## src/rtl/cnt_alarm_pkg.sv

```systemverilog
package cnt_alarm_pkg;

    // field widths fixed by the time radix
    localparam int SEC_W   = 6;
    localparam int MIN_W   = 6;
    localparam int HR_W    = 5;

    // bit positions inside the interval word (decoded by software)
    localparam int SEC_LSB = 0;
    localparam int MIN_LSB = 8;
    localparam int HR_LSB  = 16;
    localparam int DAY_LSB = 21;

    // reload values on borrow
    localparam int SEC_TOP = 59;
    localparam int MIN_TOP = 59;
    localparam int HR_TOP  = 23;

    // register offsets and control bit positions
    localparam int OFF_IVAL = 'h0C;
    localparam int OFF_CTRL = 'h14;
    localparam int OFF_IEN  = 'h18;
    localparam int OFF_STS  = 'h1C;
    localparam int CNT_EN_BIT = 8;
    localparam int IEN_BIT    = 0;
    localparam int PEND_BIT   = 0;

    typedef struct packed {
        logic [HR_W-1:0]  hr;
        logic [MIN_W-1:0] mn;
        logic [SEC_W-1:0] sc;
    } hms_t;

    typedef struct packed {
        logic cnt_en;
        logic irq_en;
    } ctl_t;

    typedef struct packed {
        logic pend;
        logic irq;
    } flag_t;

endpackage

```

## src/rtl/cnt_alarm_decode.sv

```systemverilog
module cnt_alarm_decode
    import cnt_alarm_pkg::*;
#(
    parameter int ADDR_W = 5,
    parameter int DATA_W = 32,
    parameter int DAY_W  = 8
) (
    input  logic              clk_i,
    input  logic              rst_ni,
    input  logic              wr_en_i,
    input  logic [ADDR_W-1:0] wr_addr_i,
    input  logic [DATA_W-1:0] wr_data_i,
    output logic              ld_o,
    output logic [DAY_W-1:0]  ld_day_o,
    output hms_t              ld_hms_o,
    output logic              sts_clr_o,
    output logic              cnt_en_o,
    output logic              irq_en_o,
    output logic              irq_en_nxt_o
);

    ctl_t ctl_d, ctl_q;
    logic hit_ival, hit_ctrl, hit_ien, hit_sts;
    logic unused_wr_bits;

    assign hit_ival = wr_en_i && (wr_addr_i == ADDR_W'(OFF_IVAL));
    assign hit_ctrl = wr_en_i && (wr_addr_i == ADDR_W'(OFF_CTRL));
    assign hit_ien  = wr_en_i && (wr_addr_i == ADDR_W'(OFF_IEN));
    assign hit_sts  = wr_en_i && (wr_addr_i == ADDR_W'(OFF_STS));

    always_comb begin
        ctl_d = ctl_q;
        if (hit_ctrl) begin
            ctl_d.cnt_en = wr_data_i[CNT_EN_BIT];
        end
        if (hit_ien) begin
            ctl_d.irq_en = wr_data_i[IEN_BIT];
        end
    end

    always_ff @(posedge clk_i) begin
        if (!rst_ni) begin
            ctl_q <= '0;
        end else begin
            ctl_q <= ctl_d;
        end
    end

    assign ld_o         = hit_ival;
    assign ld_day_o     = wr_data_i[DAY_LSB +: DAY_W];
    assign ld_hms_o.sc  = wr_data_i[SEC_LSB +: SEC_W];
    assign ld_hms_o.mn  = wr_data_i[MIN_LSB +: MIN_W];
    assign ld_hms_o.hr  = wr_data_i[HR_LSB +: HR_W];
    assign sts_clr_o    = hit_sts && wr_data_i[PEND_BIT];
    assign cnt_en_o     = ctl_q.cnt_en;
    assign irq_en_o     = ctl_q.irq_en;
    assign irq_en_nxt_o = ctl_d.irq_en;

    assign unused_wr_bits = ^wr_data_i;

endmodule

```

## src/rtl/cnt_alarm_dhms.sv

```systemverilog
module cnt_alarm_dhms
    import cnt_alarm_pkg::*;
#(
    parameter int DAY_W = 8
) (
    input  logic             clk_i,
    input  logic             rst_ni,
    input  logic             tick_i,
    input  logic             cnt_en_i,
    input  logic             ld_i,
    input  logic [DAY_W-1:0] ld_day_i,
    input  hms_t             ld_hms_i,
    output logic [DAY_W-1:0] day_o,
    output hms_t             hms_o,
    output logic             expire_o
);

    typedef struct packed {
        logic [DAY_W-1:0] day;
        hms_t             hms;
    } cnt_t;

    cnt_t cnt_d, cnt_q;
    logic is_zero;

    assign is_zero = (cnt_q == '0);

    always_comb begin
        cnt_d    = cnt_q;
        expire_o = 1'b0;
        if (ld_i) begin
            cnt_d.day = ld_day_i;
            cnt_d.hms = ld_hms_i;
        end else if (tick_i && cnt_en_i && !is_zero) begin
            if (cnt_q.hms.sc != '0) begin
                cnt_d.hms.sc = cnt_q.hms.sc - SEC_W'(1);
            end else begin
                cnt_d.hms.sc = SEC_W'(SEC_TOP);
                if (cnt_q.hms.mn != '0) begin
                    cnt_d.hms.mn = cnt_q.hms.mn - MIN_W'(1);
                end else begin
                    cnt_d.hms.mn = MIN_W'(MIN_TOP);
                    if (cnt_q.hms.hr != '0) begin
                        cnt_d.hms.hr = cnt_q.hms.hr - HR_W'(1);
                    end else begin
                        cnt_d.hms.hr = HR_W'(HR_TOP);
                        cnt_d.day    = cnt_q.day - DAY_W'(1);
                    end
                end
            end
            expire_o = (cnt_d == '0);
        end
    end

    always_ff @(posedge clk_i) begin
        if (!rst_ni) begin
            cnt_q <= '0;
        end else begin
            cnt_q <= cnt_d;
        end
    end

    assign day_o = cnt_q.day;
    assign hms_o = cnt_q.hms;

endmodule

```

## src/rtl/cnt_alarm_flag.sv

```systemverilog
module cnt_alarm_flag
    import cnt_alarm_pkg::*;
(
    input  logic clk_i,
    input  logic rst_ni,
    input  logic expire_i,
    input  logic clr_i,
    input  logic irq_en_nxt_i,
    output logic pend_o,
    output logic irq_o
);

    flag_t flg_d, flg_q;

    always_comb begin
        flg_d = flg_q;
        if (expire_i) begin
            flg_d.pend = 1'b1;
        end else if (clr_i) begin
            flg_d.pend = 1'b0;
        end
        flg_d.irq = flg_d.pend && irq_en_nxt_i;
    end

    always_ff @(posedge clk_i) begin
        if (!rst_ni) begin
            flg_q <= '0;
        end else begin
            flg_q <= flg_d;
        end
    end

    assign pend_o = flg_q.pend;
    assign irq_o  = flg_q.irq;

endmodule

```

## src/rtl/cnt_alarm.sv

```systemverilog
module cnt_alarm
    import cnt_alarm_pkg::*;
#(
    parameter int ADDR_W = 5,
    parameter int DATA_W = 32,
    parameter int DAY_W  = 8
) (
    input  logic              clk_i,
    input  logic              rst_ni,
    input  logic              tick_i,
    input  logic              wr_en_i,
    input  logic [ADDR_W-1:0] wr_addr_i,
    input  logic [DATA_W-1:0] wr_data_i,
    input  logic [ADDR_W-1:0] rd_addr_i,
    output logic [DATA_W-1:0] rd_data_o,
    output logic              irq_o
);

    logic             wr_ival;
    logic [DAY_W-1:0] ld_day;
    hms_t             ld_hms;
    logic             sts_clr;
    logic             cnt_en;
    logic             irq_en;
    logic             irq_en_nxt;
    logic [DAY_W-1:0] ival_day;
    hms_t             ival_hms;
    logic             expire;
    logic             pend;

    cnt_alarm_decode #(
        .ADDR_W (ADDR_W),
        .DATA_W (DATA_W),
        .DAY_W  (DAY_W)
    ) u_decode (
        .clk_i        (clk_i),
        .rst_ni       (rst_ni),
        .wr_en_i      (wr_en_i),
        .wr_addr_i    (wr_addr_i),
        .wr_data_i    (wr_data_i),
        .ld_o         (wr_ival),
        .ld_day_o     (ld_day),
        .ld_hms_o     (ld_hms),
        .sts_clr_o    (sts_clr),
        .cnt_en_o     (cnt_en),
        .irq_en_o     (irq_en),
        .irq_en_nxt_o (irq_en_nxt)
    );

    cnt_alarm_dhms #(
        .DAY_W (DAY_W)
    ) u_dhms (
        .clk_i    (clk_i),
        .rst_ni   (rst_ni),
        .tick_i   (tick_i),
        .cnt_en_i (cnt_en),
        .ld_i     (wr_ival),
        .ld_day_i (ld_day),
        .ld_hms_i (ld_hms),
        .day_o    (ival_day),
        .hms_o    (ival_hms),
        .expire_o (expire)
    );

    cnt_alarm_flag u_flag (
        .clk_i        (clk_i),
        .rst_ni       (rst_ni),
        .expire_i     (expire),
        .clr_i        (sts_clr),
        .irq_en_nxt_i (irq_en_nxt),
        .pend_o       (pend),
        .irq_o        (irq_o)
    );

    always_comb begin
        rd_data_o = '0;
        if (rd_addr_i == ADDR_W'(OFF_IVAL)) begin
            rd_data_o[SEC_LSB +: SEC_W] = ival_hms.sc;
            rd_data_o[MIN_LSB +: MIN_W] = ival_hms.mn;
            rd_data_o[HR_LSB +: HR_W]   = ival_hms.hr;
            rd_data_o[DAY_LSB +: DAY_W] = ival_day;
        end else if (rd_addr_i == ADDR_W'(OFF_CTRL)) begin
            rd_data_o[CNT_EN_BIT] = cnt_en;
        end else if (rd_addr_i == ADDR_W'(OFF_IEN)) begin
            rd_data_o[IEN_BIT] = irq_en;
        end else if (rd_addr_i == ADDR_W'(OFF_STS)) begin
            rd_data_o[PEND_BIT] = pend;
        end
    end

endmodule

```

## config.mk

```make
export PLATFORM = sky130hd
export DESIGN_NAME = cnt_alarm
export DESIGN_NICKNAME = d
export VERILOG_FILES = /design/src/rtl/cnt_alarm_pkg.sv /design/src/rtl/cnt_alarm_decode.sv /design/src/rtl/cnt_alarm_dhms.sv /design/src/rtl/cnt_alarm_flag.sv /design/src/rtl/cnt_alarm.sv
export SDC_FILE = /design/constraint.sdc
export NUM_CORES = 1
export LEC_CHECK = 0
export BUFFER_PORTS_ARGS = -buffer_cell sky130_fd_sc_hd__buf_2
export CORE_MARGIN = 4
export CORE_UTILIZATION = 55
export DETAILED_ROUTE_END_ITERATION = 6
export PLACE_DENSITY = 0.86
export SETUP_SLACK_MARGIN = 0.15
export SYNTH_ARGS = -nofsm -noshare
export SYNTH_HDL_FRONTEND = slang
export SYNTH_SLANG_ARGS = --single-unit
```

## constraint.sdc

```tcl
create_clock -name clk_i -period 4.15 [get_ports clk_i]
set_clock_uncertainty 0.1 [all_clocks]
set_input_delay 0.6225 -clock clk_i [delete_from_list [all_inputs] [get_ports clk_i]]
set_output_delay 0.6225 -clock clk_i [all_outputs]
set_load 0.02 [all_outputs]
```

==> flow_summary.toml, run 1 <==
[run_status]
status = "completed"

[critical_path]
start_kind = "flop"
arrival_ns = 2.55
path_cells = "inv_1 > ha_1 > nor4b_4 > and4b_4 > a21oi_2 > a21boi_0 > a41oi_1 > nor3_2"
slowest_stage = "nor4b_4"
crit_fanout = 11
critical_path_required_ns = 4.20
cpPeakStageDelay_ns = 0.46
timing_worst_setup_path_type = "flop to flop"
cp-end-kind = "flop"

[yosys]
async_flop_share_pct = 0
synth_top_flop_cell = "dfxtp_1"
synthesis.area_um2 = 2340
ys_seq_area_share_pct = 24.8
yosys.area.top_type = "dfxtp_1"
syn_inst = 299
yosys_warnings = 0
synth.distinct_cells = 63
synth-edff-count = 0
synth_common_cells = "dfxtp_1 (29), nand2_1 (29), and2_1 (27)"
ys_top_cells_by_area = "dfxtp_1 (25%), and2_1 (7.2%), a21oi_1 (5.1%), nand2_1 (4.6%), ha_1 (3.7%)"
synth-seq-cells = 29
postSynthAreaPerCell_um2 = 7.83
netlist.area_leader.share_pct = 24.8

[power_and_ir_drop]
vdd_drop_max_mv = 0.199
p_leak_nw = 1.12
pwr_density_cell_nw_per_um2 = 223

[sta]
timing.setup.tns_ns = 0
slew_headroom_pct = 53.4
fmax_mhz = 399
fin_crit_ns = 2.50
tightest_slew_ns = 0.698
timing.hold.ws_ns = 0.434
hold_viol_final = 0
period_share_pct = 60.3
setup_viol = 0
rsz0062_at_grt = "no"
final_max_slew_viol_count = 0

[grt]
groute.usage.overall_pct = 23.6
gr-usage-met1_pct = 28.9
antenna_found_initial = 0
grt_max_degree = 33
grt_pass1_vias = 2191
grt_pass1_wl_um = 9940
globalRouteMet2Util_pct = 39.2
grt_busiest_layer = "met2"
met3_usage_pct = 6.61
overflow = 0

[placement]
port_buffers = 64
place_inst = 398
dp_hpwl_um = 4330
place.gp.congestion = 0.896
dpl_cell_area_um2 = 2630

[floorplanning]
core.rowCount = 23
die_w_um = 73.2
ios = 79
initial_core_util_pct = 57.7
core_area_um2 = 4060
die_y_um = 73.2
dieArea_um2 = 5360

[clocking]
cts.repair.resized = 0
hold_buffers = 0
cts_tree = "yes"
cts.clk_slew.worst_paths_ns = 0.06
htree_levels = 2
worstSkewPairLatency_ns = 0.28
cts_buffers = 5
cts.path.max_buffers = 2
post_cts_buffers = 0
cts.sinks = 29
clockRootBuffer = "clkbuf_8"

[finish]
syn_to_final_growth_pct = 15.9
diodes = 0
fillers = 360
nNetsFinal = 408
fin_area_um2 = 2710
final_cell_count_no_fill = 405
drive_gt1_share_pct = 24.5

[hold_path]
worst_hold_path_type = "flop to flop"

[job]
cap_violations = 0

[drt]
via_per_inst = 5.87
routed_wl_um = 6060
wl_per_cell_um = 15.0
postRouteAntennaNets = 0
drt_iter0_drc = 177
first_pass_iters = 4
drc = 0
num_vias = 2376
==> stage by stage <==
stage	util (%)	setup WS [ns]	total power, W
3_3_place_gp	64.8	1.58	0.000373
6_report	66.9	1.65	0.000606
3_5_place_dp	64.8	1.52	0.000374
4_1_cts	66.9	1.67	0.000608
5_1_grt	66.9	1.42	0.000633
2_1_floorplan	-	1.74	0.000349
==> routing by layer <==
metal  vias to the layer above  share of wire [%]
met5                         -                  0
met4                         0                1.9
li1                       1179                  -
met1                      1075                 42
met3                        13                7.7
met2                       109                 48
==> critical path: cells and delay by family, from the launching register on <==
kind                     cells  cell delay (ns)
AO/OA/AOI/OAI                3             0.68
adder cells (fa/ha/maj)      1             0.24
buffers and inverters        1             0.08
flip-flops                   1             0.35
AND/OR/NAND/NOR              3             0.92
==> worst paths after layout <==
| kind | depth (start not counted) | slack (ns) | to | startpoint |
|---|---|---|---|---|
| max reg2reg | 8 | 1.65 | u_flag.irq_o | u_dhms.hms_o[12] |
| max | 8 | 1.65 | u_flag.irq_o | u_dhms.hms_o[12] |
| min reg2reg | 2 | 0.43 | u_dhms.hms_o[8] | u_dhms.hms_o[8] |
| min | 2 | 0.43 | u_dhms.hms_o[8] | u_dhms.hms_o[8] |
==> report_power, final <==
part | total, W | internal, W | switching, W | leakage [nW]
combinational | 0.0000829 | 0.0000336 | 0.0000493 | 0.837
sequential | 0.000287 | 0.000281 | 0.00000535 | 0.234
clock | 0.000237 | 0.000131 | 0.000106 | 0.0443
==> registers in the layout, summed over array words and instances (netlist names) <==
register           count
u_decode.cnt_en_o      1
u_decode.irq_en_o      1
u_dhms.day_o           8
u_dhms.hms_o          17
u_flag.irq_o           1
u_flag.pend_o          1
==> placed cells by master (no fill, tap or decap), types with 3 or more instances in the layout <==
| master | netlist | layout |
|---|---|---|
| nand2_1 | 29 | 29 |
| nand3_1 | 8 | 8 |
| o211ai_1 | 8 | 8 |
| nor2_1 | 23 | 23 |
| dfxtp_1 | 29 | 29 |
| conb_1 | 1 | 7 |
| o21ai_0 | 16 | 16 |
| inv_1 | 11 | 11 |
| mux2i_1 | 4 | 4 |
| xor2_1 | 6 | 6 |
| buf_2 | 3 | 64 |
| a211oi_1 | 5 | 5 |
| clkbuf_8 | 0 | 6 |
| nand3b_1 | 5 | 5 |
| ha_1 | 7 | 7 |
| or3_1 | 3 | 3 |
| nor3_1 | 5 | 5 |
| o31ai_1 | 4 | 4 |
| nand4_1 | 4 | 4 |
| a21oi_1 | 24 | 24 |
| a31oi_1 | 5 | 5 |
| nor4b_1 | 3 | 3 |
| and2_1 | 27 | 27 |
==> cell type report <==
class | instances | area, um2 | share of cell area [%]
well taps | 50 | 62.6 | 2.31
flip-flops and latches | 29 | 581 | 21.4
inverters | 12 | 45.0 | 1.66
clock buffers | 7 | 86.3 | 3.18
repair buffers | 66 | 335 | 12.4
multi-input cells | 241 | 1600 | 59.1
==> cells by family (layout without fill, tap and decap cells) <==
logic type | Yosys count | after routing | synth area share, %
and+or+nand+nor | 134 | 134 | 35.9
AOI/OAI and AO/OA | 81 | 81 | 22.9
buffers and inverters | 35 | 85 | 7.86
DFF | 29 | 29 | 24.8
xor gates and xnor gates | 8 | 8 | 2.99
adders and majority gates | 7 | 7 | 3.74
muxes | 4 | 4 | 1.71
other | 1 | 7 | 0.160
Note: power is estimated with default switching activity, not from simulation.
==> run 2: changes to the inputs <==
--- a/config.mk
+++ b/config.mk
@@ -7,9 +7,9 @@
 export LEC_CHECK = 0
 export BUFFER_PORTS_ARGS = -buffer_cell sky130_fd_sc_hd__buf_2
 export CORE_MARGIN = 4
-export CORE_UTILIZATION = 55
+export CORE_UTILIZATION = 51
 export DETAILED_ROUTE_END_ITERATION = 6
-export PLACE_DENSITY = 0.86
+export PLACE_DENSITY = 0.81
 export SETUP_SLACK_MARGIN = 0.15
 export SYNTH_ARGS = -nofsm -noshare
 export SYNTH_HDL_FRONTEND = slang
==> constraint.sdc (replaced) <==
create_clock -name clk_i -period 2.6 [get_ports clk_i]
set_clock_uncertainty 0.1 [all_clocks]
set_input_delay 0.39 -clock clk_i [delete_from_list [all_inputs] [get_ports clk_i]]
set_output_delay 0.39 -clock clk_i [all_outputs]
set_load 0.02 [all_outputs]
==> run 2 against run 1 <==
Net effect: wire length up 2.7%; critical endpoint is now u_dhms.hms_o[3]; critical path depth grew 2; clock-buffer cell count fell by 1; first-iteration DRC count is 7.9% lower; highest routed layer unchanged; combinational power rose by 79%; worst hold slack got worse by 0.21 ns.
==> flow_summary.toml, run 2 (synthesis results as in run 1) <==
[critical_path]
critical_path_required_ns = 2.70
r2r_setup_slack_ns = 0.26
cp_num_buf_inv = 3
slowest_stage = "dfxtp_1"
rr_endpoint = "u_dhms.hms_o[3]"
path_cells = "inv_2 > ha_2 > nor3b_4 > buf_4 > and4_1 > buf_4 > a21oi_2 > a21oi_1 > a311o_1 > a21oi_1"
reg2regPathDepth = 10
crit_fanout = 6
reg2reg_from = "u_dhms.hms_o[1]"
crit_family = "compound AO/OA/AOI/OAI gates"
cp-end-kind = "flop"
timing_worst_setup_path_type = "flop to flop"
arrival_ns = 2.45
start_kind = "flop"
cpPeakStageDelay_ns = 0.40

[sta]
final_max_slew_viol_count = 0
period_share_pct = 90.1
tightest_slew_ns = 0.655
fin_crit_ns = 2.34
fmax_mhz = 427
slew_headroom_pct = 56.1
setup_ws_ns = 0.257
timing.setup.tns_ns = 0
rsz0062_at_grt = "no"
setup_viol = 0
timing.hold.ws_ns = 0.223
hold_viol_final = 0

[placement]
port_buffers = 64
post-place-ws_ns = 0.179
dpl_cell_area_um2 = 2670
dp_hpwl_um = 4410
place.gp.congestion = 0.892

[finish]
fillers = 408
layout_commonest_cell = "buf_2"
nNetsFinal = 420
largest_reg_flops = 17
drive_gt1_share_pct = 29.6
diodes = 0
fin_area_um2 = 2850
mostFrequentLayoutCells = "buf_2 (64), nand2_1 (29), dfxtp_1 (28)"
syn_to_final_growth_pct = 21.9

[power_and_ir_drop]
p_leak_nw = 1.18
pwr_density_cell_nw_per_um2 = 340
finalPower_w = 0.000971
vdd_drop_max_mv = 0.294

[grt]
antenna_found_initial = 0
grt_pass1_vias = 2102
overflow = 0
groute.usage.overall_pct = 22.4
grt_pass1_wl_um = 9770
grt_max_degree = 33

[clocking]
worstSkewPairLatency_ns = 0.29
htree_levels = 2
cts.clk_slew.worst_paths_ns = 0.07
clockRootBuffer = "clkbuf_8"
cts.sinks = 29
cts_tree = "yes"
hold_buffers = 0
cts_buffers = 5
cts.path.max_buffers = 2

[drt]
via_per_inst = 5.72
postRouteAntennaNets = 0
first_pass_iters = 4
wl_per_cell_um = 14.8
num_vias = 2401
drc = 0
drt_iter0_drc = 163
routed_wl_um = 6220

[floorplanning]
initial_core_util_pct = 53.4
dieArea_um2 = 5740
core_area_um2 = 4380
die_w_um = 75.8
ios = 79
core.rowCount = 24
die_y_um = 75.8

[run_status]
status = "completed"

[hold_path]
worst_hold_path_type = "input port to flop"
hold-path-endpoint = "u_dhms.hms_o[10]"
worstHoldStart = "wr_data_i[12]"
hold_depth = 3

[job]
cap_violations = 0
==> run 2: repair_timing <==
| action | in CTS | in global routing |
|---|---|---|
| setup buffers | 0 | 7 |
| gates resized for setup | 0 | 14 |
| endpoints found under the setup margin | 0 | 12 |
==> run 2: layer usage <==
| metal | vias to the layer above | wire, um | track usage (%) |
|---|---|---|---|
| met3 | 10 | 464 | 6.73 |
| li1 | 1204 | - | - |
| met5 | - | 0 | 0 |
| met1 | 1097 | 2740 | 28.2 |
| met4 | 0 | 82 | 7.18 |
| met2 | 90 | 2930 | 36.3 |
==> run 2: worst max-delay path by stage <==
stage	startpoint	end	slack (ns)	cells after the start
floorplan	u_dhms.hms_o[0]	u_flag.irq_o	0.48	8
finish	u_dhms.hms_o[1]	u_dhms.hms_o[3]	0.26	10
global route	u_dhms.hms_o[1]	u_dhms.day_o[6]	0.13	9
global placement	u_dhms.hms_o[0]	u_dhms.day_o[6]	0.24	8
CTS	u_dhms.hms_o[0]	u_dhms.day_o[6]	0.16	8
detailed placement	u_dhms.hms_o[0]	u_dhms.day_o[6]	0.18	8
==> run 2: final cells by class <==
type	instances	area (um2)	area share, %
clock buffers	6	72.6	2.54
clock inverters	2	10.0	0.351
inverters	12	45.0	1.58
multi-input cells	241	1650	57.7
flip-flops and latches	29	584	20.5
well taps	52	65.1	2.28
repair buffers	78	429	15.0
==> run 2: per-stage QoR <==
step / std cells / util, %
floorplan: 305 / -
global placement: 405 / 60.8
detailed placement: 405 / 60.8
CTS: 413 / 62.7
global route: 420 / 65.1
finish: 420 / 65.1
==> run 2: worst reg2reg max path, cell delays in order, from the launching register on <==
cell and delay [ns]:
dfxtp_1 0.40, inv_2 0.07, ha_2 0.18, nor3b_4 0.16, buf_4 0.15, and4_1 0.19, buf_4 0.15, a21oi_2 0.27
a21oi_1 0.12, a311o_1 0.32, a21oi_1 0.14
==> run 2: report_power, final <==
part	internal [W]	switching, W	total, W
logic	0.0000641	0.0000837	0.000148
clock network	0.000185	0.000182	0.000367
registers	0.000448	0.00000856	0.000456
==> run 3: changes to the inputs <==
--- a/config.mk
+++ b/config.mk
@@ -7,9 +7,9 @@
 export LEC_CHECK = 0
 export BUFFER_PORTS_ARGS = -buffer_cell sky130_fd_sc_hd__buf_2
 export CORE_MARGIN = 4
-export CORE_UTILIZATION = 51
+export CORE_UTILIZATION = 50
 export DETAILED_ROUTE_END_ITERATION = 6
-export PLACE_DENSITY = 0.81
+export PLACE_DENSITY = 0.79
 export SETUP_SLACK_MARGIN = 0.15
 export SYNTH_ARGS = -nofsm -noshare
 export SYNTH_HDL_FRONTEND = slang
==> run 3 against run 2 <==
Net effect: global-route usage decreased by 1.7 points; sequential share of layout area decreased by 0.079 points; die area increased by 1.8%; worst hold slack improved by 0.0062 ns; highest routed layer unchanged; critical path depth decreased by 2; non-clock buffer count unchanged; critical endpoint is now u_flag.pend_o; fmax increased by 0.14%; clock power about the same; via count increased by 0.67%.
==> flow_summary.toml, run 3 (synthesis results as in run 1) <==
[critical_path]
worst-path-stages = 8
cp-end-kind = "flop"
timing_worst_setup_path_type = "flop to flop"
r2r_setup_slack_ns = 0.26
cpPeakStageDelay_ns = 0.42
start_kind = "flop"
crit_fanout = 5
crit_family = "compound AO/OA/AOI/OAI gates"
slowest_stage = "a2111oi_2"
cp_num_buf_inv = 1
path_cells = "inv_2 > ha_2 > nor3b_4 > and4_4 > o2111ai_1 > a2111oi_2 > a41oi_2 > nor2_1"
reg2regPathDepth = 8
arrival_ns = 2.45
critical_path_required_ns = 2.71

[clocking]
clockRootBuffer = "clkbuf_8"
hold_buffers = 0
worstSkewPairLatency_ns = 0.28
cts.path.max_buffers = 2
cts_tree = "yes"
cts.sinks = 29
cts_buffers = 5
htree_levels = 2
cts.clk_slew.worst_paths_ns = 0.07

[power_and_ir_drop]
clock_power_share_pct = 37.7
finalPower_w = 0.000966
p_leak_nw = 1.19
pwr_density_cell_nw_per_um2 = 339
switching_share_pct = 27.8
vdd_drop_max_mv = 0.223
p_comb_share_pct = 15.0
p_int_w = 0.000697
p_seq_share_pct = 47.3
switchingPower_w = 0.000269

[floorplanning]
initial_core_util_pct = 52.7
dieArea_um2 = 5840
die_y_um = 76.4
die_w_um = 76.4
ios = 79
core.rowCount = 24
core_area_um2 = 4440

[placement]
port_buffers = 64
dp_hpwl_um = 4430
place_inst = 405
place.gp.congestion = 0.866

[grt]
grt_pass1_wl_um = 10200
groute.usage.overall_pct = 20.6
overflow = 0
grt_pass1_vias = 2235
grt_max_degree = 33
antenna_found_initial = 0

[sta]
fin_crit_ns = 2.34
rsz0062_at_grt = "yes"
hold_viol_final = 0
period_share_pct = 90.0
final_max_slew_viol_count = 0
tightest_slew_ns = 0.589
slew_headroom_pct = 60.5
timing.setup.tns_ns = 0
fmax_mhz = 427
setup_viol = 0

[drt]
num_vias = 2417
routed_wl_um = 6080
first_pass_iters = 4
drt_iter0_drc = 212
wl_per_cell_um = 14.5
postRouteAntennaNets = 0
via_per_inst = 5.75
drc = 0

[finish]
regArea_um2 = 582
mostFrequentLayoutCells = "buf_2 (64), nand2_1 (29), dfxtp_1 (28)"
syn_to_final_growth_pct = 21.8
nNetsFinal = 420
layout_commonest_cell = "buf_2"
drive_gt1_share_pct = 29.3
largest_reg_flops = 17
fillers = 396
final_cell_count_no_fill = 420
multiInputGateArea_um2 = 1640
diodes = 0

[hold_path]
worst_hold_path_type = "input port to flop"
hold_depth = 3

[job]
cap_violations = 0

[run_status]
status = "completed"
==> run 3: timing repair <==
item,CTS,global route
resized for setup,0,11
buffers inserted,2,5
endpoints found under the setup margin,2,12
endpoints found under the hold margin,0,0
pin swaps,1,6
==> run 3: area by class of cell <==
cell class / count / area share (%)
repair buffers: 78 / 15.4
inverters: 12 / 1.58
multi-input cells: 241 / 57.5
well taps: 52 / 2.28
clock inverters: 2 / 0.351
clock buffers: 6 / 2.54
flip-flops and latches: 29 / 20.4
==> run 3: power by group through the flow <==
stage / clock, W / sequential (W) / combinational [W]
after floorplan: 0 / 0.000463 / 0.0000936
after global placement: 0 / 0.000466 / 0.000131
after detailed placement: 0 / 0.000467 / 0.000133
after CTS: 0.000369 / 0.000457 / 0.000134
after global routing: 0.000392 / 0.000458 / 0.000158
final: 0.000364 / 0.000457 / 0.000145
==> run 3: per-stage QoR <==
stage	setup slack (ns)	area [um2]	util, %	hold slack [ns]
floorplan	0.477	2360	-	0.375
global placement	0.256	2670	60.0	0.398
detailed placement	0.161	2670	60.0	0.418
CTS	0.160	2770	62.2	0.228
global route	0.0806	2850	64.2	0.236
finish	0.261	2850	64.2	0.229
==> run 3: path summary, 6_finish.rpt <==
kind	from	to
worst max register to register	u_dhms.hms_o[1]	u_flag.pend_o
worst min-delay path	wr_data_i[22]	u_dhms.day_o[1]
worst min register to register	u_decode.cnt_en_o	u_decode.cnt_en_o
worst max-delay path	u_dhms.hms_o[1]	u_flag.pend_o
==> run 3: layer usage <==
metal,up-vias,global-route usage (%),part of all wire [%]
met5,-,0,0
met4,0,5.62,1.2
met3,8,4.73,6.1
met2,84,36.5,48
met1,1115,25.0,45
li1,1210,-,-
==> run 3: worst register-to-register path, cell delays in order, from the launching register on <==
cell and delay [ns]:
dfxtp_1 0.35, inv_2 0.09, ha_2 0.18, nor3b_4 0.31, and4_4 0.31, o2111ai_1 0.16
a2111oi_2 0.42, a41oi_2 0.22, nor2_1 0.13
